`config.mk`:
```
export PLATFORM = sky130hd
export DESIGN_NAME = mem_lane_align
export DESIGN_NICKNAME = d
export VERILOG_FILES = /design/src/rtl/mla_pkg.sv /design/src/rtl/mla_align_check.sv /design/src/rtl/mla_store_lane.sv /design/src/rtl/mla_load_extract.sv /design/src/rtl/mem_lane_align.sv
export SDC_FILE = /design/constraint.sdc
export NUM_CORES = 1
export LEC_CHECK = 0
export BUFFER_PORTS_ARGS = -buffer_cell sky130_fd_sc_hd__buf_2
export CORE_AREA = 5 5 142 144
export CTS_BUF_LIST = sky130_fd_sc_hd__clkbuf_2
export DETAILED_ROUTE_END_ITERATION = 6
export DIE_AREA = 0 0 147 149
export PLACE_DENSITY_LB_ADDON = 0.25
export SLEW_MARGIN = 20
export SYNTH_ARGS = -nofsm -noshare
export SYNTH_HDL_FRONTEND = slang
export SYNTH_HIERARCHICAL = 1
export SYNTH_SLANG_ARGS = --single-unit
```
`constraint.sdc`:
```
create_clock -name clk -period 3.8 [get_ports clk]
set_clock_uncertainty 0.05 [all_clocks]
set_input_delay 0.76 -clock clk [delete_from_list [all_inputs] [get_ports clk]]
set_output_delay 0.76 -clock clk [all_outputs]
set_load 0.01 [all_outputs]
```
`src/rtl/mla_pkg.sv`:
```
package mla_pkg;

   typedef enum logic [1:0] {
      SZ_BYTE  = 2'd0,
      SZ_HALF  = 2'd1,
      SZ_WORD  = 2'd2,
      SZ_DWORD = 2'd3
   } acc_size_e;

   // Low-address bits that must be zero for a natural alignment of this size
   function automatic logic [2:0] align_mask(input logic [1:0] sz);
      logic [2:0] m;
      case (sz)
         2'd0:    m = 3'b000;
         2'd1:    m = 3'b001;
         2'd2:    m = 3'b011;
         default: m = 3'b111;
      endcase
      return m;
   endfunction

   // Number of bytes touched, as a 4-bit count
   function automatic logic [3:0] size_bytes(input logic [1:0] sz);
      return 4'd1 << sz;
   endfunction

endpackage

```
`src/rtl/mla_align_check.sv`:
```
module mla_align_check
   import mla_pkg::*;
(
   input  logic       clk,
   input  logic       rst_n,
   input  logic       req_valid,
   input  logic [1:0] req_size,
   input  logic [2:0] addr_lo,
   output logic       misaligned
);

   logic [2:0] mask;

   always_comb begin
      mask       = align_mask(req_size);
      misaligned = |(addr_lo & mask);
   end

   // A byte access can never be misaligned
   p_byte_aligned_r2: assert property (@(posedge clk) disable iff (!rst_n)
      (req_valid && req_size == 2'd0) |-> !misaligned);

   // Any doubleword access with nonzero offset is misaligned
   p_dword_offset_r2: assert property (@(posedge clk) disable iff (!rst_n)
      (req_valid && req_size == 2'd3 && addr_lo != 3'd0) |-> misaligned);

endmodule

```
`src/rtl/mla_store_lane.sv`:
```
module mla_store_lane
   import mla_pkg::*;
#(
   parameter int DATA_W = 64,
   localparam int LANES = DATA_W / 8,
   localparam int OFF_W = $clog2(LANES)
) (
   input  logic              clk,
   input  logic              rst_n,
   input  logic              active,
   input  logic [1:0]        size,
   input  logic [OFF_W-1:0]  offset,
   input  logic [DATA_W-1:0] wdata_in,
   output logic [LANES-1:0]  be,
   output logic [DATA_W-1:0] wdata_out
);

   logic [OFF_W:0] first_lane;
   logic [OFF_W:0] end_lane;

   always_comb begin
      first_lane = {1'b0, offset};
      end_lane   = first_lane + (OFF_W+1)'(size_bytes(size));
   end

   for (genvar i = 0; i < LANES; i++) begin : g_lane
      localparam logic [OFF_W:0] IDX = (OFF_W+1)'(i);
      always_comb begin
         be[i] = active && (IDX >= first_lane) && (IDX < end_lane);
      end
   end

   always_comb begin
      wdata_out = wdata_in << {offset, 3'b000};
   end

   // Byte enable count equals access width whenever active
   p_be_count_r9: assert property (@(posedge clk) disable iff (!rst_n)
      active |-> ($countones(be) == int'(size_bytes(size))));

   // Lowest enabled lane is the offset
   p_be_first_r9: assert property (@(posedge clk) disable iff (!rst_n)
      active |-> be[offset]);

endmodule

```
`src/rtl/mla_load_extract.sv`:
```
module mla_load_extract
   import mla_pkg::*;
#(
   parameter int DATA_W = 64,
   localparam int LANES = DATA_W / 8,
   localparam int OFF_W = $clog2(LANES),
   localparam int NSIZE = 4
) (
   input  logic              clk,
   input  logic              rst_n,
   input  logic              active,
   input  logic [1:0]        size,
   input  logic              is_signed,
   input  logic [OFF_W-1:0]  offset,
   input  logic [DATA_W-1:0] rdata,
   output logic [DATA_W-1:0] result
);

   logic [DATA_W-1:0] shifted;
   logic [DATA_W-1:0] ext_v [NSIZE];

   always_comb begin
      shifted = rdata >> {offset, 3'b000};
   end

   for (genvar s = 0; s < NSIZE; s++) begin : g_size
      localparam int W = 8 << s;
      if (W >= DATA_W) begin : g_full
         always_comb ext_v[s] = shifted;
      end else begin : g_narrow
         logic [W-1:0] slice;
         logic         fill;
         always_comb begin
            slice    = shifted[W-1:0];
            fill     = is_signed & slice[W-1];
            ext_v[s] = {{(DATA_W-W){fill}}, slice};
         end
      end
   end

   always_comb begin
      result = ext_v[size];
   end

   // Doubleword result is the memory word untouched
   p_dword_pass_r8: assert property (@(posedge clk) disable iff (!rst_n)
      (active && size == 2'd3) |-> (result == rdata));

   // Unsigned byte result has zero upper bits
   p_ubyte_zero_r7: assert property (@(posedge clk) disable iff (!rst_n)
      (active && size == 2'd0 && !is_signed) |-> (result[DATA_W-1:8] == '0));

endmodule

```
`src/rtl/mem_lane_align.sv`:
```
module mem_lane_align
   import mla_pkg::*;
#(
   parameter int ADDR_W = 32,
   parameter int DATA_W = 64
) (
   input  logic                  clk,
   input  logic                  rst_n,
   input  logic                  req_valid,
   input  logic                  req_is_store,
   input  logic [1:0]            req_size,
   input  logic                  req_signed,
   input  logic [ADDR_W-1:0]     req_addr,
   input  logic [DATA_W-1:0]     req_wdata,
   output logic                  mem_req,
   output logic                  mem_we,
   output logic [ADDR_W-1:0]     mem_addr,
   output logic [DATA_W/8-1:0]   mem_be,
   output logic [DATA_W-1:0]     mem_wdata,
   input  logic [DATA_W-1:0]     mem_rdata,
   output logic                  wb_valid,
   output logic [DATA_W-1:0]     wb_data,
   output logic                  trap,
   output logic                  trap_is_store,
   output logic [ADDR_W-1:0]     trap_addr
);

   localparam int LANES = DATA_W / 8;
   localparam int OFF_W = $clog2(LANES);

   if (DATA_W != 64) begin : g_bad_data_w
      $error("mem_lane_align: DATA_W must be 64 to hold a doubleword");
   end
   if (ADDR_W < OFF_W + 1) begin : g_bad_addr_w
      $error("mem_lane_align: ADDR_W too narrow for lane offset");
   end

   logic             misaligned;
   logic             issue;
   logic             store_go;
   logic [OFF_W-1:0] offset;

   logic             load_q;
   logic [1:0]       size_q;
   logic             signed_q;
   logic [OFF_W-1:0] off_q;
   logic             trap_q;
   logic             trap_st_q;
   logic [ADDR_W-1:0] trap_addr_q;

   always_comb begin
      offset = req_addr[OFF_W-1:0];
   end

   mla_align_check u_align (
      .clk        (clk),
      .rst_n      (rst_n),
      .req_valid  (req_valid),
      .req_size   (req_size),
      .addr_lo    (req_addr[2:0]),
      .misaligned (misaligned)
   );

   always_comb begin
      issue    = req_valid && !misaligned;
      store_go = issue && req_is_store;
      mem_req  = issue;
      mem_we   = store_go;
      mem_addr = {req_addr[ADDR_W-1:OFF_W], {OFF_W{1'b0}}};
   end

   mla_store_lane #(.DATA_W(DATA_W)) u_store (
      .clk       (clk),
      .rst_n     (rst_n),
      .active    (store_go),
      .size      (req_size),
      .offset    (offset),
      .wdata_in  (req_wdata),
      .be        (mem_be),
      .wdata_out (mem_wdata)
   );

   always_ff @(posedge clk) begin
      if (!rst_n) begin
         load_q      <= 1'b0;
         trap_q      <= 1'b0;
         trap_st_q   <= 1'b0;
         trap_addr_q <= '0;
         size_q      <= 2'd0;
         signed_q    <= 1'b0;
         off_q       <= '0;
      end else begin
         load_q <= issue && !req_is_store;
         trap_q <= req_valid && misaligned;
         if (req_valid && misaligned) begin
            trap_st_q   <= req_is_store;
            trap_addr_q <= req_addr;
         end
         if (issue && !req_is_store) begin
            size_q   <= req_size;
            signed_q <= req_signed;
            off_q    <= offset;
         end
      end
   end

   mla_load_extract #(.DATA_W(DATA_W)) u_load (
      .clk       (clk),
      .rst_n     (rst_n),
      .active    (load_q),
      .size      (size_q),
      .is_signed (signed_q),
      .offset    (off_q),
      .rdata     (mem_rdata),
      .result    (wb_data)
   );

   always_comb begin
      wb_valid      = load_q;
      trap          = trap_q;
      trap_is_store = trap_st_q;
      trap_addr     = trap_addr_q;
   end

   // A misaligned word request never reaches memory
   p_word_blocked_r2: assert property (@(posedge clk) disable iff (!rst_n)
      (req_valid && req_size == 2'd2 && req_addr[1:0] != 2'd0) |-> !mem_req);

   // A rejected valid request is answered by a trap next cycle
   p_trap_next_r4: assert property (@(posedge clk) disable iff (!rst_n)
      (req_valid && !mem_req) |=> (trap && !wb_valid));

   // Trap address captures the faulting request address
   p_trap_addr_r4: assert property (@(posedge clk) disable iff (!rst_n)
      (req_valid && !mem_req) |=> (trap_addr == $past(req_addr)));

   // Issued load is answered by write-back next cycle
   p_load_next_r5: assert property (@(posedge clk) disable iff (!rst_n)
      (mem_req && !mem_we) |=> (wb_valid && !trap));

   // Store or idle cycle yields no write-back
   p_store_no_wb_r11: assert property (@(posedge clk) disable iff (!rst_n)
      (!req_valid || req_is_store) |=> !wb_valid);

   // Idle cycle issues nothing
   p_idle_quiet_r11: assert property (@(posedge clk) disable iff (!rst_n)
      !req_valid |-> !mem_req);

   // Write-back and trap never coincide
   p_excl_r4: assert property (@(posedge clk) disable iff (!rst_n)
      !(wb_valid && trap));

endmodule

```
==> impl_metrics.ini, run 1 <==
[clock_network]
clock_latency_ps = 420
cts_tree = yes
numCtsBuffers = 5
cts_max_path_buffers = 2
path_clk_slew_ps = 210
clockRootBuffer = clkbuf_2
clock_sinks = 41
htreeDepth = 2
postCtsSetupRepairBufs = 0

[finish]
fin_nets = 1285
syn_to_final_growth_pct = 22.2
nFillCells = 1903
drive_gt1_frac = 0.494
finalInstanceArea_um2 = 8540

[detailed_routing]
antenna_left = 0
num_vias = 7374
drc = 0
routed_via_density = 5.46
drtPass1Iterations = 5
totalWireLength_um = 25400
drtIter0Drc = 350
wl_per_cell_um = 18.8

[power]
p_switching_w = 0.000690
p_comb_frac = 0.576
ir_drop_mv = 0.148
power.clock.fraction = 0.129
swShare = 0.433
seqPwrFrac = 0.294
powerDensity_nw_per_um2 = 186
total_power_w = 0.00159
p_int_w = 0.000902
p_leak_nw = 4.49

[worst_setup_path]
cp_top_family = multiplexers
worst-setup-path-type = register to primary output
critPathMaxFanout = 39
crit_buf_inv = 2
cp-end-kind = primary output
max_stage_delay_ps = 710
slowest_stage = dfxtp_1
crit_chain = mux2_1 > mux4_2 > o2bb2ai_4 > buf_12 > a21o_1 > buf_2
arrival_ps = 2840
crit_required_ps = 2990
cp-start-kind = register
reg2reg_slack_ps = 2760

[synth]
synth_seq_cells = 41
synth_cells = 835
yosysTopAreaCell = mux4_2
ys_seq_area_frac = 0.117
ys_warn_count = 6
syn_area_um2 = 6990
synth.avg_cell_area_um2 = 8.37
netlist_top_cells_area = mux4_2 (12%), dfxtp_1 (12%), mux2i_1 (11%)
ys_types = 57
netlist.area_leader.share = 0.119

[timing]
fin_setup_tns_ps = 0
period_share = 0.961
tightest_slew_ps = 842
rsz0062_at_grt = false
finalHoldViolCount = 0
fmax_ghz = 0.274
final_max_slew_viol_count = 0
slew_headroom = 0.439
setup_viol = 0
post-route-min-period_ps = 3650

[die]
num_io_pins = 372
placementRows = 50
die_h_um = 149
core_um2 = 18600
die-area_um2 = 21900
initial_core_util = 0.376
die_x_um = 147

[global_routing]
grt_pass1_vias = 7052
antenna_found_initial = 1
grt_pass1_wl_um = 38900
overflow = 0
grt_usage = 0.216
grt_max_degree = 69

[placed_design]
place.gp.congestion = 0.907
port_buffers = 368
dpl-instance-area_um2 = 8470
dp_hpwl_um = 19800

[worst_hold_path]
hold_path_class = register to register

[flow_run]
drv_cap = 0

[outcome]
status = finished, final reports clean
layer usage:
metal	GRT usage	part of all wire	vias up	wire, µm
met5	0	0	-	0
met4	0.0452	0.015	0	372
met3	0.0483	0.084	31	2150
met2	0.381	0.50	333	12700
met1	0.272	0.40	3455	10300
li1	-	-	3555	-
cell type report:
type / instances / area [µm²] / area share
multi-input combinational: 662 / 5290 / 0.619
tap: 234 / 293 / 0.0343
inverter: 14 / 52.6 / 0.00615
sequential: 41 / 827 / 0.0968
timing repair buffer: 390 / 2040 / 0.239
clock buffer: 5 / 25.0 / 0.00293
clock inverter: 3 / 21.3 / 0.00249
antenna: 1 / 2.50 / 0.000293
path summary, 6_finish.rpt:
check / from / end / cells after the start
min: size_q[1] / size_q[1] / 2
max reg2reg: off_q[2] / off_q[2] / 2
min reg2reg: size_q[1] / size_q[1] / 2
max: off_q[2] / wb_data[61] / 6
kinds of logic (layout without fill, tap and decap cells):
| logic type | Yosys count | count (layout) | synth area share |
|---|---|---|---|
| buffers and inverters | 134 | 412 | 0.133 |
| AOI/OAI and AO/OA | 246 | 246 | 0.263 |
| xor gates and xnor gates | 3 | 3 | 0.00483 |
| adders and majority gates | 4 | 4 | 0.00823 |
| muxes | 148 | 148 | 0.289 |
| other | 1 | 4 | 0.000536 |
| and+or+nand+nor | 258 | 258 | 0.184 |
| DFF | 41 | 41 | 0.117 |
power by group through the flow:
stage	Clock, W	Sequential (W)	Combinational (W)
floorplan	0	0.000482	0.000612
global placement	0	0.000476	0.000914
detailed placement	0	0.000476	0.000916
CTS	0.000219	0.000468	0.000921
global route	0.000239	0.000471	0.00100
finish	0.000206	0.000468	0.000917
synthesized netlist by cell type (all sizes together):
| master | count |
|---|---|
| conb | 1 |
| o31ai | 1 |
| ha | 3 |
| nor4bb | 1 |
| nor3 | 1 |
| nor4b | 1 |
| a22oi | 1 |
| nor2 | 72 |
| o22ai | 13 |
| nor2b | 5 |
| a211oi | 1 |
| inv | 14 |
| o2bb2ai | 1 |
| clkbuf | 22 |
| xnor2 | 2 |
| o211ai | 18 |
| xor2 | 1 |
| o21a | 7 |
| mux2i | 77 |
| a21oi | 55 |
| mux4 | 37 |
| nand3b | 1 |
| buf | 98 |
| a21bo | 33 |
| and3b | 2 |
| o32ai | 8 |
| a32oi | 1 |
| or2 | 1 |
| and3 | 1 |
| nor3b | 3 |
| nand3 | 54 |
| nand2 | 103 |
| and2 | 3 |
| a2bb2oi | 8 |
| dfxtp | 41 |
| fa | 1 |
| o21ai | 45 |
| a221oi | 2 |
| mux2 | 34 |
| a21o | 49 |
| nand2b | 10 |
| a31oi | 3 |
sequential cells by signal, indices dropped and copies added, names as in the netlist:
| register | count |
|---|---|
| off_q | 3 |
| wb_valid | 1 |
| signed_q | 1 |
| size_q | 2 |
| trap_addr | 32 |
| trap | 1 |
| trap_is_store | 1 |
cells in the final DEF, fill, tap and decap left out, types with 3 or more instances in the layout:
cell / netlist / routed
a21bo_1: 30 / 30
and2_1: 3 / 3
nor2b_1: 5 / 4
mux2_2: 24 / 24
mux2i_1: 77 / 77
nand2_1: 103 / 103
nand3_1: 24 / 24
buf_4: 36 / 20
buf_2: 37 / 367
conb_1: 1 / 3
a2bb2oi_1: 8 / 8
nand3_2: 30 / 30
nor2_1: 72 / 72
o22ai_1: 13 / 13
inv_1: 13 / 13
mux2_4: 9 / 9
mux4_2: 37 / 37
o211ai_1: 18 / 18
a21o_1: 49 / 49
ha_1: 3 / 3
a31oi_1: 3 / 3
o21ai_2: 4 / 5
clkbuf_2: 0 / 5
dfxtp_1: 41 / 38
a21oi_2: 31 / 31
a21bo_2: 3 / 3
o21ai_0: 27 / 27
o21ai_1: 14 / 12
nand2b_1: 10 / 10
o32ai_1: 8 / 8
a21oi_1: 24 / 24
o21a_1: 7 / 7
metrics by stage:
| step | util | cells | setup slack [ps] | hold WS, ps |
|---|---|---|---|---|
| after floorplan | - | 837 | 807 | 381 |
| after CTS | 0.458 | 1348 | 23.4 | 441 |
| after global routing | 0.460 | 1350 | 19.1 | 412 |
| final | 0.460 | 1350 | 149 | 474 |
| after global placement | 0.456 | 1340 | 363 | 443 |
| after detailed placement | 0.456 | 1340 | 285 | 456 |
worst register-to-register path, stage by stage (launching register included):
cell and delay (ps):
dfxtp_1 710, nand2_1 100, mux2i_1 130
repair_timing:
item,in CTS,in global routing
hold buffers,0,0
endpoints found under the setup margin,0,31
gates resized for setup,0,2
hold endpoints to repair,0,0
No activity file was read; power rests on OpenSTA's default activity.
==> run 2: changes to the inputs <==
--- a/constraint.sdc
+++ b/constraint.sdc
@@ -4,2 +4,2 @@
 set_output_delay 0.76 -clock clk [all_outputs]
-set_load 0.01 [all_outputs]
+set_load 0.05 [all_outputs]
==> run 2 against run 1 <==
  * Final area rose by 2.4%
  * Wire length is 1.3% higher
  * Sequential share of layout area decreased by 0.22 points
==> impl_metrics.ini, run 2 (synthesis results as in run 1) <==
[worst_setup_path]
crit_required_ps = 2990
arrival_ps = 2770
crit_chain = buf_2 > buf_4 > mux2_1 > mux4_2 > nand2_1 > o21ai_0 > buf_2
cp-start-kind = input pin
worst-setup-path-type = input pin to primary output
cp-end-kind = primary output
reg2reg_slack_ps = 2420
slowest_stage = mux4_2
rr_endpoint = size_q[1]
r2r_cells = 3
worstReg2RegStart = size_q[1]
cp_common_cell = buf_2
max_stage_delay_ps = 600
critPathMaxFanout = 8

[timing]
fmax_ghz = 0.279
post-route-min-period_ps = 3580
tightest_slew_ps = 857
setup_ws_ps = 219
finalHoldViolCount = 0
final_max_slew_viol_count = 0
slew_headroom = 0.427
fin_setup_tns_ps = 0
rsz0062_at_grt = false
setup_viol = 0
period_share = 0.942

[die]
initial_core_util = 0.376
placementRows = 50
die_h_um = 149
core_um2 = 18600
die-area_um2 = 21900
die_x_um = 147
num_io_pins = 372

[flow_run]
drv_cap = 0

[detailed_routing]
routed_via_density = 5.57
totalWireLength_um = 25800
drc = 0
num_vias = 7524
wl_per_cell_um = 19.1
drtPass1Iterations = 5
drtIter0Drc = 498
antenna_left = 0

[finish]
layout_common_cells = buf_2 (361), nand2_1 (103), mux2i_1 (77)
post-route-util = 0.471
insertedDiodeCount = 0
nFillCells = 1879
finalNonFillerCells = 1350
largest_reg_flops = 32
syn_to_final_growth_pct = 25.2
final_common_cell = buf_2
fin_nets = 1286
drive_gt1_frac = 0.500

[placed_design]
port_buffers = 368
place_inst = 1341
place.gp.congestion = 0.906
dp_hpwl_um = 19800
dp_slack_ps = 195

[global_routing]
overflow = 0
grt_max_degree = 86
antenna_found_initial = 1
grt_pass1_vias = 7176
grt_pass1_wl_um = 38300
grt_usage = 0.211

[clock_network]
clockRootBuffer = clkbuf_2
cts_tree = yes
clock_sinks = 41
cts_hold_buf = 0
path_clk_slew_ps = 200
cts_max_path_buffers = 2
numCtsBuffers = 5
htreeDepth = 2
clock_latency_ps = 380
postCtsSetupRepairBufs = 0

[power]
powerDensity_nw_per_um2 = 243
seqPwrFrac = 0.222
swShare = 0.510
power.clock.fraction = 0.153
p_leak_nw = 4.54
p_switching_w = 0.00108
p_int_w = 0.00104
p_comb_frac = 0.625
ir_drop_mv = 0.173

[worst_hold_path]
hold_start = signed_q
holdPathStages = 2
hold_end = signed_q
hold_path_class = register to register

[outcome]
status = finished, final reports clean
run 2: what timing repair did:
action / in CTS / in global routing
setup endpoints to repair: 10 / 48
pin swaps: 1 / 0
resized for setup: 0 / 6
gates cloned: 0 / 1
run 2: per-stage QoR:
stage / total power [W] / area, µm² / hold WS (ps)
2_1_floorplan: 0.00149 / 7030 / 381
3_3_place_gp: 0.00180 / 8620 / 475
3_5_place_dp: 0.00180 / 8620 / 479
4_1_cts: 0.00213 / 8710 / 492
5_1_grt: 0.00223 / 8750 / 469
6_report: 0.00213 / 8750 / 497
run 2: critical path: cells and delay by family:
kind / cells / cell delay, ps
compound gates: 1 / 230
simple gates: 1 / 350
mux: 2 / 900
buf+inv: 3 / 520
run 2: how the worst max path moves through the flow:
stage,start,to,slack (ps)
after floorplan,req_addr[2],mem_be[5],-6
after global placement,mem_rdata[63],wb_data[61],270
after detailed placement,mem_rdata[47],wb_data[59],190
after CTS,off_q[1],wb_data[59],10
after global routing,off_q[1],wb_data[43],90
final,mem_rdata[63],wb_data[11],220
run 2: area by class of cell:
type,instances,area (µm²),share of cell area
Multi-Input combinational cell,663,5360,0.612
Timing Repair Buffer,390,2130,0.244
Sequential cell,41,828,0.0946
Tap cell,234,293,0.0335
Clock inverter,3,65.1,0.00743
Inverter,14,52.6,0.00600
Clock buffer,5,25.0,0.00286
run 2: routing by layer:
metal / global-route usage / vias to the layer above / share of wire / wire length, µm
li1: - / 3556 / - / -
met1: 0.254 / 3488 / 0.38 / 9680
met2: 0.376 / 420 / 0.50 / 12900
met3: 0.0425 / 58 / 0.092 / 2370
met4: 0.0680 / 2 / 0.030 / 771
met5: 0 / - / 0.00031 / 8
run 2: power groups by stage:
stage | registers [W] | clock network [W] | logic (W)
3_5_place_dp | 0.000479 | 0 | 0.00132
4_1_cts | 0.000471 | 0.000332 | 0.00133
5_1_grt | 0.000475 | 0.000350 | 0.00141
6_report | 0.000471 | 0.000326 | 0.00133
2_1_floorplan | 0.000542 | 0 | 0.000952
3_3_place_gp | 0.000479 | 0 | 0.00132
